`src/rtl/irqmsg_pkg.sv`:
```
package irqmsg_pkg;

    localparam int IRQ_N      = 24;
    localparam int IDX_W      = $clog2(IRQ_N);
    localparam int VEC_W      = 8;
    localparam int DEST_W     = 8;
    localparam int ADDR_W     = 32;
    localparam int DATA_W     = 32;
    localparam int ASSERT_BIT = 14;
    localparam int TRIG_BIT   = 15;

    typedef enum logic [1:0] {
        ST_IDLE,
        ST_REQ,
        ST_SEND
    } xmit_state_e;

    typedef struct packed {
        logic [IDX_W-1:0]  idx;
        logic              asserted;
        logic              level;
        logic [VEC_W-1:0]  vec;
        logic [DEST_W-1:0] dest;
    } evt_t;

    function automatic logic [ADDR_W-1:0] build_addr(
        input logic [ADDR_W-1:0] base,
        input int unsigned       dest_lsb,
        input logic [DEST_W-1:0] dest
    );
        return base | (ADDR_W'(dest) << dest_lsb);
    endfunction

    function automatic logic [DATA_W-1:0] build_data(input evt_t e);
        logic [DATA_W-1:0] w;
        w = '0;
        w[VEC_W-1:0]  = e.vec;
        w[ASSERT_BIT] = e.asserted;
        w[TRIG_BIT]   = e.level;
        return w;
    endfunction

    function automatic logic [IDX_W-1:0] lowest_set(input logic [IRQ_N-1:0] v);
        logic [IDX_W-1:0] r;
        r = '0;
        for (int i = IRQ_N - 1; i >= 0; i--) begin
            if (v[i]) r = IDX_W'(i);
        end
        return r;
    endfunction

endpackage

```
`src/rtl/irqmsg_line_cond.sv`:
```
module irqmsg_line_cond
    import irqmsg_pkg::*;
#(
    parameter int ACTLOW_FIRST = 16,
    parameter int SHARE_FIRST  = 20,
    parameter int SHARE_N      = 4
) (
    input  logic [IRQ_N-1:0]   pin_i,
    input  logic [SHARE_N-1:0] gpio_mode_i,
    output logic [IRQ_N-1:0]   norm_o
);

    for (genvar i = 0; i < IRQ_N; i++) begin : g_line
        logic act;
        if (i >= ACTLOW_FIRST) begin : g_low
            assign act = ~pin_i[i];
        end else begin : g_high
            assign act = pin_i[i];
        end
        if (i >= SHARE_FIRST && i < SHARE_FIRST + SHARE_N) begin : g_shared
            assign norm_o[i] = act & ~gpio_mode_i[i - SHARE_FIRST];
        end else begin : g_plain
            assign norm_o[i] = act;
        end
    end

endmodule

```
`src/rtl/irqmsg_detect.sv`:
```
module irqmsg_detect
    import irqmsg_pkg::*;
(
    input  logic             clk,
    input  logic             rst,
    input  logic [IRQ_N-1:0] norm_i,
    input  logic [IRQ_N-1:0] level_i,
    input  logic [IRQ_N-1:0] mask_i,
    input  logic             take_vld_i,
    input  logic [IDX_W-1:0] take_idx_i,
    input  logic             done_vld_i,
    input  logic [IDX_W-1:0] done_idx_i,
    output logic [IRQ_N-1:0] irr_o,
    output logic [IRQ_N-1:0] pend_o,
    output logic [IRQ_N-1:0] pol_o
);

    logic [IRQ_N-1:0] prev_q;
    logic [IRQ_N-1:0] rise, chg, ev, ev_msg;
    logic [IRQ_N-1:0] take_oh, done_oh;

    always_comb begin
        rise    = norm_i & ~prev_q;
        chg     = norm_i ^ prev_q;
        ev      = (level_i & chg) | (~level_i & rise);
        ev_msg  = ev & ~mask_i;
        take_oh = take_vld_i ? (IRQ_N'(1) << take_idx_i) : '0;
        done_oh = done_vld_i ? (IRQ_N'(1) << done_idx_i) : '0;
    end

    always_ff @(posedge clk) begin
        if (rst) begin
            prev_q <= '0;
            irr_o  <= '0;
            pend_o <= '0;
            pol_o  <= '0;
        end else begin
            prev_q <= norm_i;
            pend_o <= ev_msg | (pend_o & ~take_oh);
            pol_o  <= (ev_msg & (norm_i | ~level_i)) | (~ev_msg & pol_o);
            irr_o  <= (level_i & norm_i)
                    | (~level_i & ((rise & ~mask_i) | (irr_o & ~done_oh)));
        end
    end

endmodule

```
`src/rtl/irqmsg_arb.sv`:
```
module irqmsg_arb
    import irqmsg_pkg::*;
(
    input  logic [IRQ_N-1:0] pend_i,
    output logic             any_o,
    output logic [IDX_W-1:0] win_o
);

    assign any_o = |pend_i;
    assign win_o = lowest_set(pend_i);

endmodule

```
`src/rtl/irqmsg_xmit.sv`:
```
module irqmsg_xmit
    import irqmsg_pkg::*;
#(
    parameter logic [ADDR_W-1:0] ADDR_BASE = 32'hFEE0_0000,
    parameter int unsigned       DEST_LSB  = 12
) (
    input  logic              clk,
    input  logic              rst,
    input  logic              any_i,
    input  logic [IDX_W-1:0]  win_i,
    input  logic [IRQ_N-1:0]  pol_i,
    input  logic [IRQ_N-1:0]  level_i,
    input  logic [VEC_W-1:0]  vec_base_i,
    input  logic [DEST_W-1:0] dest_i,
    input  logic              gnt_i,
    input  logic              ready_i,
    output logic              take_vld_o,
    output logic [IDX_W-1:0]  take_idx_o,
    output logic              done_vld_o,
    output logic [IDX_W-1:0]  done_idx_o,
    output logic              bus_req_o,
    output logic              valid_o,
    output logic [ADDR_W-1:0] addr_o,
    output logic [DATA_W-1:0] data_o
);

    xmit_state_e state_q;
    evt_t        cur_q;

    assign take_vld_o = (state_q == ST_IDLE) && any_i;
    assign take_idx_o = win_i;
    assign done_vld_o = (state_q == ST_SEND) && ready_i;
    assign done_idx_o = cur_q.idx;
    assign bus_req_o  = (state_q == ST_REQ);
    assign valid_o    = (state_q == ST_SEND);
    assign addr_o     = build_addr(ADDR_BASE, DEST_LSB, cur_q.dest);
    assign data_o     = build_data(cur_q);

    always_ff @(posedge clk) begin
        if (rst) begin
            state_q <= ST_IDLE;
            cur_q   <= '0;
        end else begin
            case (state_q)
                ST_IDLE: begin
                    if (any_i) begin
                        cur_q.idx      <= win_i;
                        cur_q.asserted <= pol_i[win_i];
                        cur_q.level    <= level_i[win_i];
                        cur_q.vec      <= vec_base_i + VEC_W'(win_i);
                        cur_q.dest     <= dest_i;
                        state_q        <= ST_REQ;
                    end
                end
                ST_REQ:  if (gnt_i)   state_q <= ST_SEND;
                ST_SEND: if (ready_i) state_q <= ST_IDLE;
                default: state_q <= ST_IDLE;
            endcase
        end
    end

endmodule

```
`src/rtl/irqmsg_gen.sv`:
```
module irqmsg_gen
    import irqmsg_pkg::*;
#(
    parameter int                ACTLOW_FIRST = 16,
    parameter int                SHARE_FIRST  = 20,
    parameter int                SHARE_N      = 4,
    parameter logic [ADDR_W-1:0] ADDR_BASE    = 32'hFEE0_0000,
    parameter int unsigned       DEST_LSB     = 12
) (
    input  logic               clk,
    input  logic               rst,
    input  logic [IRQ_N-1:0]   irq_pin_i,
    input  logic [SHARE_N-1:0] gpio_mode_i,
    input  logic [IRQ_N-1:0]   trig_level_i,
    input  logic [IRQ_N-1:0]   mask_i,
    input  logic [VEC_W-1:0]   vec_base_i,
    input  logic [DEST_W-1:0]  dest_i,
    output logic [IRQ_N-1:0]   irr_o,
    output logic               bus_req_o,
    input  logic               bus_gnt_i,
    output logic               msg_valid_o,
    input  logic               msg_ready_i,
    output logic [ADDR_W-1:0]  msg_addr_o,
    output logic [DATA_W-1:0]  msg_data_o
);

    logic [IRQ_N-1:0] norm, pend, pol;
    logic             any, take_vld, done_vld;
    logic [IDX_W-1:0] win, take_idx, done_idx;

    irqmsg_line_cond #(
        .ACTLOW_FIRST (ACTLOW_FIRST),
        .SHARE_FIRST  (SHARE_FIRST),
        .SHARE_N      (SHARE_N)
    ) u_cond (
        .pin_i       (irq_pin_i),
        .gpio_mode_i (gpio_mode_i),
        .norm_o      (norm)
    );

    irqmsg_detect u_det (
        .clk        (clk),
        .rst        (rst),
        .norm_i     (norm),
        .level_i    (trig_level_i),
        .mask_i     (mask_i),
        .take_vld_i (take_vld),
        .take_idx_i (take_idx),
        .done_vld_i (done_vld),
        .done_idx_i (done_idx),
        .irr_o      (irr_o),
        .pend_o     (pend),
        .pol_o      (pol)
    );

    irqmsg_arb u_arb (
        .pend_i (pend),
        .any_o  (any),
        .win_o  (win)
    );

    irqmsg_xmit #(
        .ADDR_BASE (ADDR_BASE),
        .DEST_LSB  (DEST_LSB)
    ) u_xmit (
        .clk        (clk),
        .rst        (rst),
        .any_i      (any),
        .win_i      (win),
        .pol_i      (pol),
        .level_i    (trig_level_i),
        .vec_base_i (vec_base_i),
        .dest_i     (dest_i),
        .gnt_i      (bus_gnt_i),
        .ready_i    (msg_ready_i),
        .take_vld_o (take_vld),
        .take_idx_o (take_idx),
        .done_vld_o (done_vld),
        .done_idx_o (done_idx),
        .bus_req_o  (bus_req_o),
        .valid_o    (msg_valid_o),
        .addr_o     (msg_addr_o),
        .data_o     (msg_data_o)
    );

endmodule

```
`config.mk`:
```
export PLATFORM = sky130hd
export DESIGN_NAME = irqmsg_gen
export DESIGN_NICKNAME = d
export VERILOG_FILES = /design/src/rtl/irqmsg_pkg.sv /design/src/rtl/irqmsg_line_cond.sv /design/src/rtl/irqmsg_detect.sv /design/src/rtl/irqmsg_arb.sv /design/src/rtl/irqmsg_xmit.sv /design/src/rtl/irqmsg_gen.sv
export SDC_FILE = /design/constraint.sdc
export NUM_CORES = 1
export LEC_CHECK = 0
export ABC_AREA = 1
export BUFFER_PORTS_ARGS = -buffer_cell sky130_fd_sc_hd__buf_4
export CORE_ASPECT_RATIO = 0.9
export CORE_MARGIN = 8
export CORE_UTILIZATION = 45
export DETAILED_ROUTE_END_ITERATION = 10
export PLACE_DENSITY_LB_ADDON = 0.08
export SLEW_MARGIN = 25
export SYNTH_ARGS = -nofsm -noshare
export SYNTH_HDL_FRONTEND = slang
export SYNTH_HIERARCHICAL = 1
export SYNTH_SLANG_ARGS = --single-unit
```
`constraint.sdc`:
```
create_clock -name clk -period 2.8 [get_ports clk]
set_clock_uncertainty 0.05 [all_clocks]
set_input_delay 0.28 -clock clk [delete_from_list [all_inputs] [get_ports clk]]
set_output_delay 0.28 -clock clk [all_outputs]
set_load 0.02 [all_outputs]
```
### After elaboration in Yosys (flattened, before gate mapping)

Cells that the tools add are included.

* add/sub/neg operators: 1
* shift-type cells: 2
* bitwise gates (word level): 40
* magnitude comparators: 1
* reductions and logical operators: 6
* equal/unequal tests: 5
* muxes and demuxes: 34

Operators by type and width (count)
* $and A24 B24 Y24: 11
* $not A24 Y24: 6
* $or A24 B24 Y24: 6
* $mux W5: 24
* $mux W24: 2
* $shl A1 B5 Y24 const A: 2
* $reduce_or A24 Y1: 1
* $xor A24 B24 Y24: 1
* $not A1 Y1: 12
* $bmux W1 S5: 2
* $add A8 B5 Y8: 1
* $lt A5 B6 Y1 const B: 1
* $mux W2: 3
* $ne A2 B1 Y1 const B: 3
* $pmux W2 S3: 1
* $and A1 B1 Y1: 4
* $reduce_and A3 Y1: 1
* $eq A2 B1 Y1 const B: 1
* $eq A2 B2 Y1 const B: 1
* $logic_and A1 B1 Y1: 2
* $logic_not A2 Y1: 1
* $mux W1: 2
* $reduce_and A2 Y1: 1

* output and inout port bits: 90
* register bits after elaboration: 121
* word-level logic and storage cells: 99
* bits of input ports: 96

### Depth between registers and ports, before layout

* word-level depth: 29
* mapped depth: 34

### Cells and area by module

Netlist, hierarchy kept.

Modules (own cells, without submodules)
* irqmsg_detect: sequential area each 1921.8 um^2, cells each 677, instances 1, area an instance 4613.2 um^2
* irqmsg_xmit: sequential area each 500.5 um^2, cells each 335, instances 1, area an instance 2169.6 um^2
* irqmsg_arb: sequential area each 0.0 um^2, cells each 79, instances 1, area an instance 322.8 um^2
* irqmsg_line_cond: sequential area each 0.0 um^2, cells each 28, instances 1, area an instance 180.2 um^2

### Worst setup path before layout

OpenSTA, ideal clock, no wires.

* path type: reg2reg
* start: register u_det.pend_o[22]
* end: register u_xmit.cur_q, in the netlist u_xmit/data_o[6]
* cell stages (with the launch flop): 20
* data arrival time: 2714 ps
* required time: 2637 ps
* period minus slack after synthesis: 2877 ps
* slack: -77 ps
* cell sequence: dfxtp_1 > nor2_1 > o311ai_0 > nand3_1 > nand2_1 > nand2_1 > nand2_1 > nand2_1 > nand2_1 > a21oi_1 > a211oi_1 > inv_1 > buf_6 > fa_1 > inv_1 > nand4_1 > o211ai_1 > nor2_1 > o21ai_1 > inv_1

* longest elaborated chain between the ends: 24
* elaborated cells on any way between the ends: 26
* classes of those cells: 1 x add/sub; 23 x mux; 2 x reduce/logical

Ends and longest elaborated chain
* from (decl): line irqmsg_detect.sv:14 `output logic [IRQ_N-1:0] pend_o,`
* from (signal assigned): line irqmsg_detect.sv:39 `pend_o <= ev_msg | (pend_o & ~take_oh);`
* $mux W5 (23 in a row): line irqmsg_pkg.sv:47 `if (v[i]) r = IDX_W'(i);`
* net win[1]: line irqmsg_gen.sv:29 `logic [IDX_W-1:0] win, take_idx, done_idx;`
* $add A8 B5 Y8: line irqmsg_xmit.sv:50 `cur_q.vec <= vec_base_i + VEC_W'(win_i);`
* to (decl): line irqmsg_xmit.sv:28 `evt_t cur_q;`

The timed path passes the listed nets, and every way through them passes these cells.
A chain may end at the register's enable or synchronous reset.

### Final worst setup path

Same ends and word-level chain as after synthesis.

==> impl_metrics.tcl <==
set metrics [dict create \
    worstSetupEndpoint "u_xmit/data_o[6]" \
    nets 1365 \
    min_period_over_period_pct 98.9 \
    r2r_cells 18 \
    ctsRootBufferMaster "clkbuf_16" \
    n_fill_cell 1671 \
    firstDrtPassIters 5 \
    vias_per_cell 4.67 \
    io_buffers 139 \
    grt_pass1_vias 6408 \
    drc 0 \
    cts-htree-levels 4 \
    worstMarginPinSlew_ns 0.720 \
    grt_pass1_wl_mm 30.8 \
    dieArea_mm2 0.0205 \
    path_cells "nor2_1 -> o311ai_0 -> nand3_1 -> nand2_1 -> nand2_1 -> nand2_1 -> nand2_1 -> nand2_1 -> a21oi_1 -> a211oi_2 -> inv_1 -> fa_2 -> inv_2 -> nand4_1 -> o211ai_1 -> nor2_1 -> o21ai_1 -> inv_1" \
    wl_per_cell_um 13.3 \
    worstSetupStartpointType "flip-flop" \
    drv_cap 0 \
    reg2reg_to "u_xmit/data_o[6]" \
    ys_types 34 \
    hold_start "irq_pin_i[2]" \
    core_area_mm2 0.0160 \
    fmax_ghz 0.361 \
    post-route-min-period_ns 2.77 \
    crit_slowest_cell "o311ai_0" \
    dp_hpwl_mm 15.0 \
    track_usage_pct 18.7 \
    diodes 0 \
    detail-route-antenna-nets 0 \
    setup.worst_path.start "u_det/pend_o[22]" \
    p_per_area_mw_per_mm2 640 \
    clk_path_buf_depth 2 \
    worst-setup-path-type "flip-flop to flip-flop" \
    synth_seq_area_share_pct 33.2 \
    cp_num_buf_inv 3 \
    crit_top_cell "nand2_1" \
    synth-seq-cells 121 \
    cts_tree "done" \
    overflow 0 \
    finalHoldViolations 0 \
    cts_buffers 17 \
    r2r_start "u_det/pend_o[22]" \
    drt_wl_total_mm 19.4 \
    die_x_um 150 \
    irDropWorstVdd_v 0.000457 \
    crit_cells 18 \
    die_h_um 137 \
    antenna_found_initial 0 \
    drive_gt1_share_pct 18.8 \
    synth.cell_area_mm2 0.00729 \
    setup_viol 0 \
    dpl-instance-area_mm2 0.00813 \
    leakage_nw 4.55 \
    vias 6815 \
    status "completed" \
    rsz0062_at_grt "true" \
    grt_max_degree 49 \
    slew_violations 0 \
    path_clk_slew_ns 0.06 \
    regArea_mm2 0.00243 \
    cp_top_family "compound AO/OA/AOI/OAI gates" \
    ys.warnings.count 6 \
    io_pins 186 \
    worstSetupEndpointType "flip-flop" \
    rows 44 \
    final_area_mm2 0.00877 \
    initial_core_util_pct 45.6 \
    cpPeakStageDelay_ns 0.40 \
    clk_latency_ns 0.42 \
    cts.sink_count 121 \
    slew_headroom_pct 52.0 \
    gp_congestion 0.941 \
    drtIter0Drc 328 \
    arrival_ns 3.03 \
    final_cell_count_no_fill 1458 \
    postCtsHoldBufs 0 \
    syn_to_final_growth_pct 20.3 \
    r2r_setup_slack_ns 0.03 \
    dp.cells 1424 \
    multiInputGateArea_mm2 0.00348 \
    syn_inst 1119 \
    syn_area_per_cell_um2 6.51 \
    cp_max_fo 3 \
    worstPathRequired_ns 3.07 \
    hold_path.class "primary input to flip-flop" \
]
## cell usage after synthesis (all sizes together)
master / n / area share [%]
a21oi: 117 / 8.2
nor4: 2 / 0.17
conb: 2 / 0.10
nor2: 81 / 4.4
a211oi: 7 / 0.72
dfxtp: 121 / 33
nor3: 3 / 0.21
o311ai: 1 / 0.12
xor2: 3 / 0.36
nor3b: 1 / 0.17
nand3: 91 / 6.3
nand4: 5 / 0.43
o21ai: 43 / 3.0
clkbuf: 7 / 0.55
fa: 1 / 0.27
nand2: 288 / 15
inv: 219 / 11
ha: 29 / 5.0
o211ai: 1 / 0.10
or2: 1 / 0.086
nand3b: 2 / 0.21
buf: 94 / 9.9
## cells in the final DEF (no fill, tap or decap), types with 3 or more instances in the layout
master / instances
nand2_1: 274
inv_1: 207
buf_4: 155
dfxtp_1: 118
a21oi_1: 112
nand3_1: 89
nor2_1: 75
conb_1: 46
o21ai_0: 40
ha_1: 28
clkbuf_16: 17
nand2_2: 14
inv_2: 11
clkbuf_8: 7
a211oi_1: 6
a21oi_2: 5
nand4_1: 5
nor2_2: 4
clkinv_2: 3
clkinvlp_4: 3
nor3_1: 3
dfxtp_2: 3
o21ai_1: 3
xor2_1: 3
## layout make-up
type	count	share of cell area, %
flip-flops and latches	121	27.7
repair buffers	158	13.8
clock inverters	6	0.428
multi-input cells	722	39.7
inverters	219	9.46
clock buffers	25	5.99
well taps	207	2.95
## what timing repair did
action,in CTS,in global routing
setup buffers,1,2
gates resized for setup,2,18
endpoints found under the setup margin,1,30
pin swaps,3,7
## worst reg2reg max path: stages (launching register included)
cell and delay [ns]:
dfxtp_2 0.34, nor2_1 0.06, o311ai_0 0.40, nand3_1 0.14
nand2_1 0.09, nand2_1 0.05, nand2_1 0.05, nand2_1 0.05
nand2_1 0.06, a21oi_1 0.07, a211oi_2 0.31, inv_1 0.13
fa_2 0.38, inv_2 0.06, nand4_1 0.08, o211ai_1 0.11
nor2_1 0.06, o21ai_1 0.12, inv_1 0.05
## power breakdown
group	leakage [nW]	switching, mW	internal, mW	total, mW
sequential	1.01	0.106	1.88	1.99
clock	0.273	0.762	1.28	2.05
combinational	3.27	0.984	0.589	1.57
## kinds of logic (layout without fill, tap and decap cells)
logic type      count (synthesis)  count (layout)  share of synthesized area (%)
compound gates                169             169                           12.1
xor+xnor                        3               3                          0.361
fa+ha+maj                      30              30                           5.26
buf+inv                       320             408                           21.8
flops                         121             121                           33.2
other cells                     2              46                          0.103
simple gates                  474             474                           27.2
## stage by stage
stage,setup TNS (ns),utilization [%],power [mW],setup slack (ns),hold slack [ns]
after detailed placement,-0.00747,50.9,3.54,-0.00747,0.389
after CTS,0,54.5,5.61,0.00679,0.0339
after global placement,0,50.9,3.53,0.0586,0.385
after global routing,-2.79,54.9,5.93,-0.321,0.0426
after floorplan,0,-,3.13,0.0985,0.373
final,0,54.9,5.61,0.0311,0.0428
## worst min-delay path by stage
stage / endpoint / cells past startpoint
after floorplan: u_xmit/addr_o[14] / 2
after global placement: flip-flop / 2
after detailed placement: flip-flop / 2
after CTS: u_det/prev_q[14] / 3
after global routing: u_det/prev_q[15] / 3
final: u_det/prev_q[2] / 3
## layer usage
layer,global-route usage [%],wire (um),part of all wire (%),vias up
li1,-,-,-,3580
met1,23.6,8870,46,3032
met2,30.5,8770,45,177
met3,5.16,1430,7.4,26
met4,6.16,292,1.5,0
met5,0,0,0,-
Note: power is estimated with default switching activity, not from simulation.
